[src/rtl/sfd_pkg.sv]
package sfd_pkg;

    // Per-cycle frame event, produced by the window timer and consumed by
    // the lock tracker, the miss-streak counter and the output stage.
    typedef struct packed {
        logic sof;       // frame marker received this cycle
        logic miss;      // window closed without a marker
        logic on_time;   // marker landed inside the lock tolerance
    } frame_evt_t;

    // State of the run of consecutive misses.
    typedef enum logic [1:0] {
        STREAK_IDLE,
        STREAK_RUN,
        STREAK_SAT
    } streak_e;

    function automatic int unsigned win_len(int unsigned period, int unsigned margin);
        return period + margin;
    endfunction

    function automatic int unsigned bits_for(int unsigned max_value);
        return (max_value < 2) ? 1 : $clog2(max_value + 1);
    endfunction

endpackage

[src/rtl/sfd_frame_timer.sv]
module sfd_frame_timer
    import sfd_pkg::*;
#(
    parameter int unsigned PERIOD = 1000,
    parameter int unsigned MARGIN = 8,
    parameter int unsigned TOL    = 4
) (
    input  logic       clk,
    input  logic       rst,
    input  logic       tick,
    input  logic       sof,
    output frame_evt_t evt
);
    localparam int unsigned WIN = win_len(PERIOD, MARGIN);
    localparam int unsigned CW  = bits_for(WIN);
    localparam logic [CW-1:0] LAST = CW'(WIN - 1);
    localparam logic [CW-1:0] LO   = CW'(PERIOD - TOL);
    localparam logic [CW-1:0] HI   = CW'(PERIOD + TOL);

    logic [CW-1:0] cnt_q;
    logic [CW-1:0] elapsed;
    logic          ref_q;    // a marker started the current window
    logic          closing;

    always_comb begin
        elapsed     = cnt_q + CW'(tick);
        closing     = tick && (cnt_q == LAST);
        evt.sof     = sof;
        evt.miss    = closing && !sof;
        evt.on_time = sof && ref_q && (elapsed >= LO) && (elapsed <= HI);
    end

    always_ff @(posedge clk) begin
        if (rst) begin
            cnt_q <= '0;
            ref_q <= 1'b0;
        end else if (sof) begin
            cnt_q <= '0;
            ref_q <= 1'b1;
        end else if (closing) begin
            cnt_q <= '0;
            ref_q <= 1'b0;
        end else if (tick) begin
            cnt_q <= cnt_q + 1'b1;
        end
    end

    AST_CNT_IN_WINDOW: assert property (@(posedge clk) disable iff (rst)
        cnt_q <= LAST);
    AST_IDLE_NO_ADVANCE: assert property (@(posedge clk) disable iff (rst)
        (!tick && !sof) |=> $stable(cnt_q));
    AST_MISS_EXCLUDES_SOF: assert property (@(posedge clk) disable iff (rst)
        evt.miss |-> !evt.sof);

endmodule

[src/rtl/sfd_lock_tracker.sv]
module sfd_lock_tracker
    import sfd_pkg::*;
#(
    parameter int unsigned LOCK_SOFS = 2
) (
    input  logic       clk,
    input  logic       rst,
    input  frame_evt_t evt,
    output logic       locked
);
    localparam int unsigned NEED = LOCK_SOFS - 1;
    localparam int unsigned GW   = bits_for(NEED);
    localparam logic [GW-1:0] NEED_V = GW'(NEED);

    logic [GW-1:0] good_q;
    logic [GW-1:0] good_d;

    always_comb begin
        good_d = good_q;
        if (evt.miss) begin
            good_d = '0;
        end else if (evt.sof) begin
            if (!evt.on_time)          good_d = '0;
            else if (good_q != NEED_V) good_d = good_q + 1'b1;
        end
    end

    always_ff @(posedge clk) begin
        if (rst) good_q <= '0;
        else     good_q <= good_d;
    end

    assign locked = (good_q == NEED_V);

    AST_MISS_DROPS_LOCK: assert property (@(posedge clk) disable iff (rst)
        evt.miss |=> !locked);
    AST_LATE_SOF_DROPS_LOCK: assert property (@(posedge clk) disable iff (rst)
        (evt.sof && !evt.on_time) |=> !locked);
    AST_LOCK_NEEDS_SOF: assert property (@(posedge clk) disable iff (rst)
        $rose(locked) |-> $past(evt.on_time));

endmodule

[src/rtl/sfd_miss_counter.sv]
module sfd_miss_counter
    import sfd_pkg::*;
#(
    parameter int unsigned MISS_LIMIT = 3
) (
    input  logic       clk,
    input  logic       rst,
    input  logic       activity,
    input  frame_evt_t evt,
    output logic       susp_evt
);
    localparam int unsigned MW = bits_for(MISS_LIMIT);
    localparam logic [MW-1:0] LIMIT_V  = MW'(MISS_LIMIT);
    localparam logic [MW-1:0] BEFORE_V = MW'(MISS_LIMIT - 1);

    logic [MW-1:0] miss_q;
    logic [MW-1:0] miss_d;
    streak_e       state;

    always_comb begin
        if (miss_q == '0)          state = STREAK_IDLE;
        else if (miss_q == LIMIT_V) state = STREAK_SAT;
        else                        state = STREAK_RUN;
    end

    always_comb begin
        miss_d   = miss_q;
        susp_evt = 1'b0;
        if (evt.sof) begin
            miss_d = '0;
        end else if (activity) begin
            miss_d = evt.miss ? MW'(1) : '0;
        end else if (evt.miss && state != STREAK_SAT) begin
            miss_d   = miss_q + 1'b1;
            susp_evt = (miss_q == BEFORE_V);
        end
    end

    always_ff @(posedge clk) begin
        if (rst) miss_q <= '0;
        else     miss_q <= miss_d;
    end

    AST_STREAK_BOUNDED: assert property (@(posedge clk) disable iff (rst)
        miss_q <= LIMIT_V);
    AST_ACTIVITY_CLEARS: assert property (@(posedge clk) disable iff (rst)
        (activity && !evt.miss) |=> miss_q == '0);
    AST_SAT_HOLDS: assert property (@(posedge clk) disable iff (rst)
        (miss_q == LIMIT_V && !activity && !evt.sof) |=> miss_q == LIMIT_V);
    AST_SUSP_ON_MISS: assert property (@(posedge clk) disable iff (rst)
        susp_evt |-> evt.miss);

endmodule

[src/rtl/frame_loss_monitor.sv]
module frame_loss_monitor
    import sfd_pkg::*;
#(
    parameter int unsigned PERIOD     = 1000,
    parameter int unsigned MARGIN     = 8,
    parameter int unsigned TOL        = 4,
    parameter int unsigned LOCK_SOFS  = 2,
    parameter int unsigned MISS_LIMIT = 3
) (
    input  logic clk,
    input  logic rst,
    input  logic tick_i,
    input  logic sof_i,
    input  logic bus_act_i,
    output logic esof_o,
    output logic susp_o,
    output logic locked_o
);
    frame_evt_t evt;
    logic       susp_evt;
    logic       esof_q;
    logic       susp_q;

    sfd_frame_timer #(.PERIOD(PERIOD), .MARGIN(MARGIN), .TOL(TOL)) u_timer (
        .clk  (clk),
        .rst  (rst),
        .tick (tick_i),
        .sof  (sof_i),
        .evt  (evt)
    );

    sfd_lock_tracker #(.LOCK_SOFS(LOCK_SOFS)) u_lock (
        .clk    (clk),
        .rst    (rst),
        .evt    (evt),
        .locked (locked_o)
    );

    sfd_miss_counter #(.MISS_LIMIT(MISS_LIMIT)) u_streak (
        .clk      (clk),
        .rst      (rst),
        .activity (bus_act_i),
        .evt      (evt),
        .susp_evt (susp_evt)
    );

    always_ff @(posedge clk) begin
        if (rst) begin
            esof_q <= 1'b0;
            susp_q <= 1'b0;
        end else begin
            esof_q <= evt.miss;
            susp_q <= susp_evt;
        end
    end

    assign esof_o = esof_q;
    assign susp_o = susp_q;

    AST_RESET_QUIET: assert property (@(posedge clk)
        rst |=> (!esof_o && !susp_o && !locked_o));
    AST_SUSP_WITH_ESOF: assert property (@(posedge clk) disable iff (rst)
        susp_o |-> esof_o);
    AST_SOF_BLOCKS_ESOF: assert property (@(posedge clk) disable iff (rst)
        sof_i |=> !esof_o);
    AST_ESOF_SINGLE: assert property (@(posedge clk) disable iff (rst)
        esof_o |=> !esof_o);

endmodule

[config.mk]
export PLATFORM = sky130hd
export DESIGN_NAME = frame_loss_monitor
export DESIGN_NICKNAME = d
export VERILOG_FILES = /design/src/rtl/sfd_pkg.sv /design/src/rtl/sfd_frame_timer.sv /design/src/rtl/sfd_lock_tracker.sv /design/src/rtl/sfd_miss_counter.sv /design/src/rtl/frame_loss_monitor.sv
export SDC_FILE = /design/constraint.sdc
export NUM_CORES = 1
export LEC_CHECK = 0
export BUFFER_PORTS_ARGS = -buffer_cell sky130_fd_sc_hd__clkbuf_2
export CORE_UTILIZATION = 36
export DETAILED_ROUTE_END_ITERATION = 8
export PLACE_DENSITY = 0.55
export SLEW_MARGIN = 0
export SYNTH_ARGS = -nofsm -noshare
export SYNTH_HDL_FRONTEND = slang
export SYNTH_HIERARCHICAL = 1
export SYNTH_SLANG_ARGS = --single-unit
[constraint.sdc]
create_clock -name clk -period 5.49 [get_ports clk]
set_input_delay 0.8235 -clock clk [delete_from_list [all_inputs] [get_ports clk]]
set_output_delay 0.8235 -clock clk [all_outputs]
set_load 0.02 [all_outputs]
== Word-level counts from Yosys, hierarchy flattened ==
Index checks and enable logic that the tools add are counted.
Storage, ports and cells
  input port bits: 5
  logic and storage cells: 40
  output and inout bits: 3
  bits in registers: 16
Operators by class
  add/subtract/negate cells: 4
  reduce and logical (&&, ||, !) cells: 14
  mux-type cells: 9
  $lt $le $gt $ge: 2
  eq/ne operators: 4
  bitwise operators: 1
Operator list (count)
  adder 10 x 1 -> 10 bit: 1
  adder 10 x 1 -> 10 bit, second input constant: 1
  equality test 10 bit, second input constant: 1
  greater-or-equal comparator 10 bit, second input constant: 1
  <= comparator 10 bit, second input constant: 1
  2-to-1 mux 2 bit: 4
  logical AND 1 bit: 6
  2-to-1 mux 1 bit: 5
  equality test 2 bit, second input constant: 2
  nonzero test 2 bit: 2
  OR reduction 2 bit: 2
  OR reduction 4 bit: 1
  OR reduction 3 bit: 1
  adder 2 x 1 -> 2 bit, second input constant: 1
  logical NOT 2 bit: 1
  inequality test 2 bit, second input constant: 1
  adder 1 bit, second input constant: 1
  logical NOT 1 bit: 1
  inverter 1 bit: 1

== Logic depth before layout (Yosys ltp) ==
  depth in word-level cells: 7
  depth in mapped cells: 7
  mapped depth without buffers: 7

== Cells and area by module ==
Netlist, hierarchy kept.
Modules (own cells, without submodules)
  sfd_frame_timer: area each 668.1 µm², cells an instance 75, seq. area each 220.2 µm², instances 1
  sfd_miss_counter: area each 137.6 µm², cells an instance 15, seq. area each 40.0 µm², instances 1
  frame_loss_monitor: area each 52.6 µm², cells an instance 4, seq. area each 40.0 µm², instances 1
  sfd_lock_tracker: area each 40.0 µm², cells an instance 3, seq. area each 20.0 µm², instances 1

== Worst setup path before layout ==
OpenSTA, ideal clock, no wires.
  path kind: input to register
  start: in tick_i
  end: reg u_lock.good_q, in the netlist u_lock/locked
  slack: 3.382 ns
  library setup time: 0.073 ns
  required time: 5.417 ns
  buffers on the path: 0
  data arrival time: 2.035 ns
  stages: 7
  cells stage by stage: ha_1 > nand2b_1 > maj3_1 > a21boi_0 > o211a_1 > mux2i_1 > nor3_2
RTL lines
  from (decl): RTL line frame_loss_monitor.sv:12  | input logic tick_i,
  to (signal assigned): RTL line sfd_lock_tracker.sv:30  | else good_q <= good_d;
  to (decl): RTL line sfd_lock_tracker.sv:15  | logic [GW-1:0] good_q;

==> impl_metrics.env <==
export IMPL_fin_crit_sh=0.390
export IMPL_met3_usage=0.0439
export IMPL_num_antenna_cells=0
export IMPL_post_cts_resized=0
export IMPL_boundaryPins=8
export IMPL_clock_tree_root_cell="sky130_fd_sc_hd__clkbuf_4"
export IMPL_finalHoldViolCount=0
export IMPL_grtUsageMet2=0.224
export IMPL_synthMuxAreaShare=0.0223
export IMPL_final_net_count=113
export IMPL_maximum_clock_frequency_mhz=467
export IMPL_timing_critical_path_fanout_max=9
export IMPL_setup_repair_after_global_routing_missed_its_margin="no"
export IMPL_synth_xor_area_share=0.0585
export IMPL_critical_path_arrival_ns=2.35
export IMPL_dr_total_vias=701
export IMPL_ys_flop_type="sky130_fd_sc_hd__dfxtp_1"
export IMPL_power_density_nw_per_um2=203
export IMPL_grt_overflow_total=0
export IMPL_core_box_area_sq_um=2280
export IMPL_startpoint_type="primary input"
export IMPL_initial_standard_cell_utilization_of_the_core=0.395
export IMPL_dieArea_sq_um=2700
export IMPL_timing_setup_tns_ns=0
export IMPL_worst_path_max_delay_cell="sky130_fd_sc_hd__maj3_1"
export IMPL_hold_class="reg2reg"
export IMPL_clkSinkCount=16
export IMPL_power_w=0.000190
export IMPL_ant_nets=0
export IMPL_dieWidth_um=52.0
export IMPL_run_status="completed"
export IMPL_fin_hold_ws_ns=0.528
export IMPL_cts_hold_repair_buffers=0
export IMPL_cp_end_kind="register"
export IMPL_worst_margin_slew_ns=0.314
export IMPL_grt_pass1_vias=627
export IMPL_synth_cell_type_count=39
export IMPL_clock_tree_buffer_depth=2
export IMPL_critical_path_reg2reg_endpoint="u_streak/miss_q[1]$_SDFFE_PP0P_"
export IMPL_wl_um=1650
export IMPL_worstHoldPathCells=2
export IMPL_area_fraction_in_compound_gates_after_synthesis=0.125
export IMPL_drt_iter0_markers=18
export IMPL_cp_slowest_stage_delay_ns=0.34
export IMPL_wire_per_inst_um=12.8
export IMPL_drt_vias_per_instance=5.43
export IMPL_finalClockSkew_ns=0.00133
export IMPL_top_usage_layer="met2"
export IMPL_mappedNetlistArea_sq_um=898
export IMPL_postSynthAreaPerCell_sq_um=9.26
export IMPL_die_height_um=52.0
export IMPL_synthAdderAreaFrac=0.0808
export IMPL_synth_edff_count=0
export IMPL_mappedNetlistNets=107
export IMPL_critical_path_reg2reg_startpoint="u_timer/cnt_q[0]$_SDFFE_PP0P_"
export IMPL_gp_congestion=0.745
export IMPL_synth_top_family_by_area="simple AND/OR/NAND/NOR gates"
export IMPL_hold_end="u_timer/ref_q$_SDFFE_PP0P_"
export IMPL_ir_drop_mv=0.117
export IMPL_leakagePower_nw=0.366
export IMPL_finalInstanceArea_sq_um=937
export IMPL_final_layout_size_suffix_gt1_frac=0.149
export IMPL_asyncSetResetFlopFracSynth=0
export IMPL_report_final_setup_viol=0
export IMPL_cts_reportedPaths_clkPinSlew_ns=0.09
export IMPL_final_core_utilization=0.412
export IMPL_drt_pre_antenna_iters=3
export IMPL_cts_buffers_inserted=3
export IMPL_post_route_drc_count=0
export IMPL_htreeDepth=1
export IMPL_ff2ff_setup_slack_ns=3.49
export IMPL_dpl_instance_area_sq_um=915
export IMPL_hpwl_um=1230
export IMPL_grt_max_degree=10
export IMPL_layout_min_cycle_time_ns=2.14
export IMPL_timing_critical_path_cells="clkbuf_2 -> ha_1 -> nand2b_1 -> maj3_1 -> a21boi_0 -> o211a_1 -> mux2i_1 -> nor3_2"
export IMPL_timing_hold_worst_start="u_timer/ref_q$_SDFFE_PP0P_"
export IMPL_total_setup_buffers_inserted_after_cts=0
export IMPL_slew_viol_final=0
export IMPL_timing_setup_critical_path_class="in2reg"
export IMPL_grt_usage=0.144
export IMPL_num_rows=17
export IMPL_timing_max_slew_rel_slack=0.790
export IMPL_clk_insertion_delay_late_ns=0.28
export IMPL_syn2layout_area_growth_pct=4.32
export IMPL_max_cap_violations=0
export IMPL_grt_first_pass_wirelength_um=2830
export IMPL_syn_inst=97
export IMPL_antenna_found_initial=0
export IMPL_synth_yosys_seq_area_share=0.357
export IMPL_cts_tree="yes"
export IMPL_synthSimpleGateAreaFrac=0.292
export IMPL_worstPathRequired_ns=5.70
export IMPL_ys_ff_latch=16
export IMPL_port_buffers=7
export IMPL_synth_warning_count=6
export IMPL_reg2reg_depth=7
export IMPL_globalRouteMet1Util=0.183
==> cells in the mapped netlist (2+ instances only) <==
library cell	number	share of area
sky130_fd_sc_hd__o21ai_0	2	0.011
sky130_fd_sc_hd__and3_1	2	0.014
sky130_fd_sc_hd__mux2i_1	2	0.022
sky130_fd_sc_hd__a21oi_1	4	0.022
sky130_fd_sc_hd__nand4_1	2	0.014
sky130_fd_sc_hd__nand4b_1	2	0.020
sky130_fd_sc_hd__a21boi_0	2	0.017
sky130_fd_sc_hd__ha_1	5	0.070
sky130_fd_sc_hd__and4_1	2	0.020
sky130_fd_sc_hd__or3_1	2	0.014
sky130_fd_sc_hd__xor2_1	2	0.020
sky130_fd_sc_hd__xnor2_1	4	0.039
sky130_fd_sc_hd__nand2_1	6	0.025
sky130_fd_sc_hd__buf_6	3	0.038
sky130_fd_sc_hd__nor2_1	14	0.058
sky130_fd_sc_hd__o211ai_1	2	0.017
sky130_fd_sc_hd__nor2b_1	2	0.014
sky130_fd_sc_hd__buf_4	2	0.017
sky130_fd_sc_hd__dfxtp_1	16	0.36
sky130_fd_sc_hd__nor3_1	2	0.011
==> cells by family (layout without fill, tap and decap cells) <==
group / Yosys count / in the layout
AND/OR/NAND/NOR: 44 / 44
AO/OA/AOI/OAI: 16 / 16
flip-flops: 16 / 16
buffers and inverters: 7 / 11
adder cells (fa/ha/maj): 6 / 6
XOR/XNOR: 6 / 6
multiplexers: 2 / 2
==> critical path: cells and delay by family <==
kind	cells	cell delay, ns
compound gates	2	0.34
fa+ha+maj	2	0.67
buf+inv	1	0.17
simple gates	2	0.27
mux	1	0.08
==> power by group <==
| group | internal [W] | switching (W) |
|---|---|---|
| Combinational | 0.00000394 | 0.00000615 |
| Clock | 0.0000254 | 0.0000366 |
| Sequential | 0.000117 | 0.00000125 |
==> metal layers <==
layer | wire length (um) | vias to the layer above
met1 | 855 | 336
li1 | - | 357
met2 | 740 | 6
met3 | 36 | 2
met4 | 16 | 0
met5 | 0 | -
==> registers in the layout, summed over array words and instances, names as in the netlist <==
signal	flops
u_timer/cnt_q	10
u_lock/locked	1
u_streak/miss_q	2
esof_o	1
susp_o	1
u_timer/ref_q	1
==> per-stage QoR <==
stage,std cells,worst slack [ns]
finish,129,3.35
global route,129,3.26
CTS,129,3.36
detailed placement,126,3.08
global placement,126,3.07
floorplan,97,3.38
==> cell type report <==
cell class              instances  area (sq um)
flip-flops and latches         16           320
inverters                       1          3.75
clock buffers                   3          22.5
well taps                      28          35.0
repair buffers                  7          35.0
multi-input cells              74           520
fillers                       235          1340
==> worst max-delay path by stage <==
stage	start	to
after floorplan	tick_i	u_lock/locked$_SDFFE_PP0P_
after global placement	tick_i	u_lock/locked$_SDFFE_PP0P_
after detailed placement	tick_i	u_lock/locked$_SDFFE_PP0P_
after CTS	tick_i	u_lock/locked$_SDFFE_PP0P_
after global routing	tick_i	u_lock/locked$_SDFFE_PP0P_
final	tick_i	u_lock/locked$_SDFFE_PP0P_
==> cells in the final DEF, fill, tap and decap left out, types with 2 or more instances in the layout <==
cell type and n:
sky130_fd_sc_hd__dfxtp_1 16, sky130_fd_sc_hd__nor2_1 14, sky130_fd_sc_hd__clkbuf_2 7, sky130_fd_sc_hd__nand2_1 6, sky130_fd_sc_hd__ha_1 5, sky130_fd_sc_hd__xnor2_1 4
sky130_fd_sc_hd__a21oi_1 4, sky130_fd_sc_hd__clkbuf_4 3, sky130_fd_sc_hd__nor2b_1 2, sky130_fd_sc_hd__mux2i_1 2, sky130_fd_sc_hd__and3_1 2, sky130_fd_sc_hd__or3_1 2
sky130_fd_sc_hd__o211ai_1 2, sky130_fd_sc_hd__o21ai_0 2, sky130_fd_sc_hd__a21boi_0 2, sky130_fd_sc_hd__and4_1 2, sky130_fd_sc_hd__nor3_1 2, sky130_fd_sc_hd__nand4b_1 2
sky130_fd_sc_hd__nand4_1 2, sky130_fd_sc_hd__xor2_1 2
Note: power is estimated with default switching activity, not from simulation.
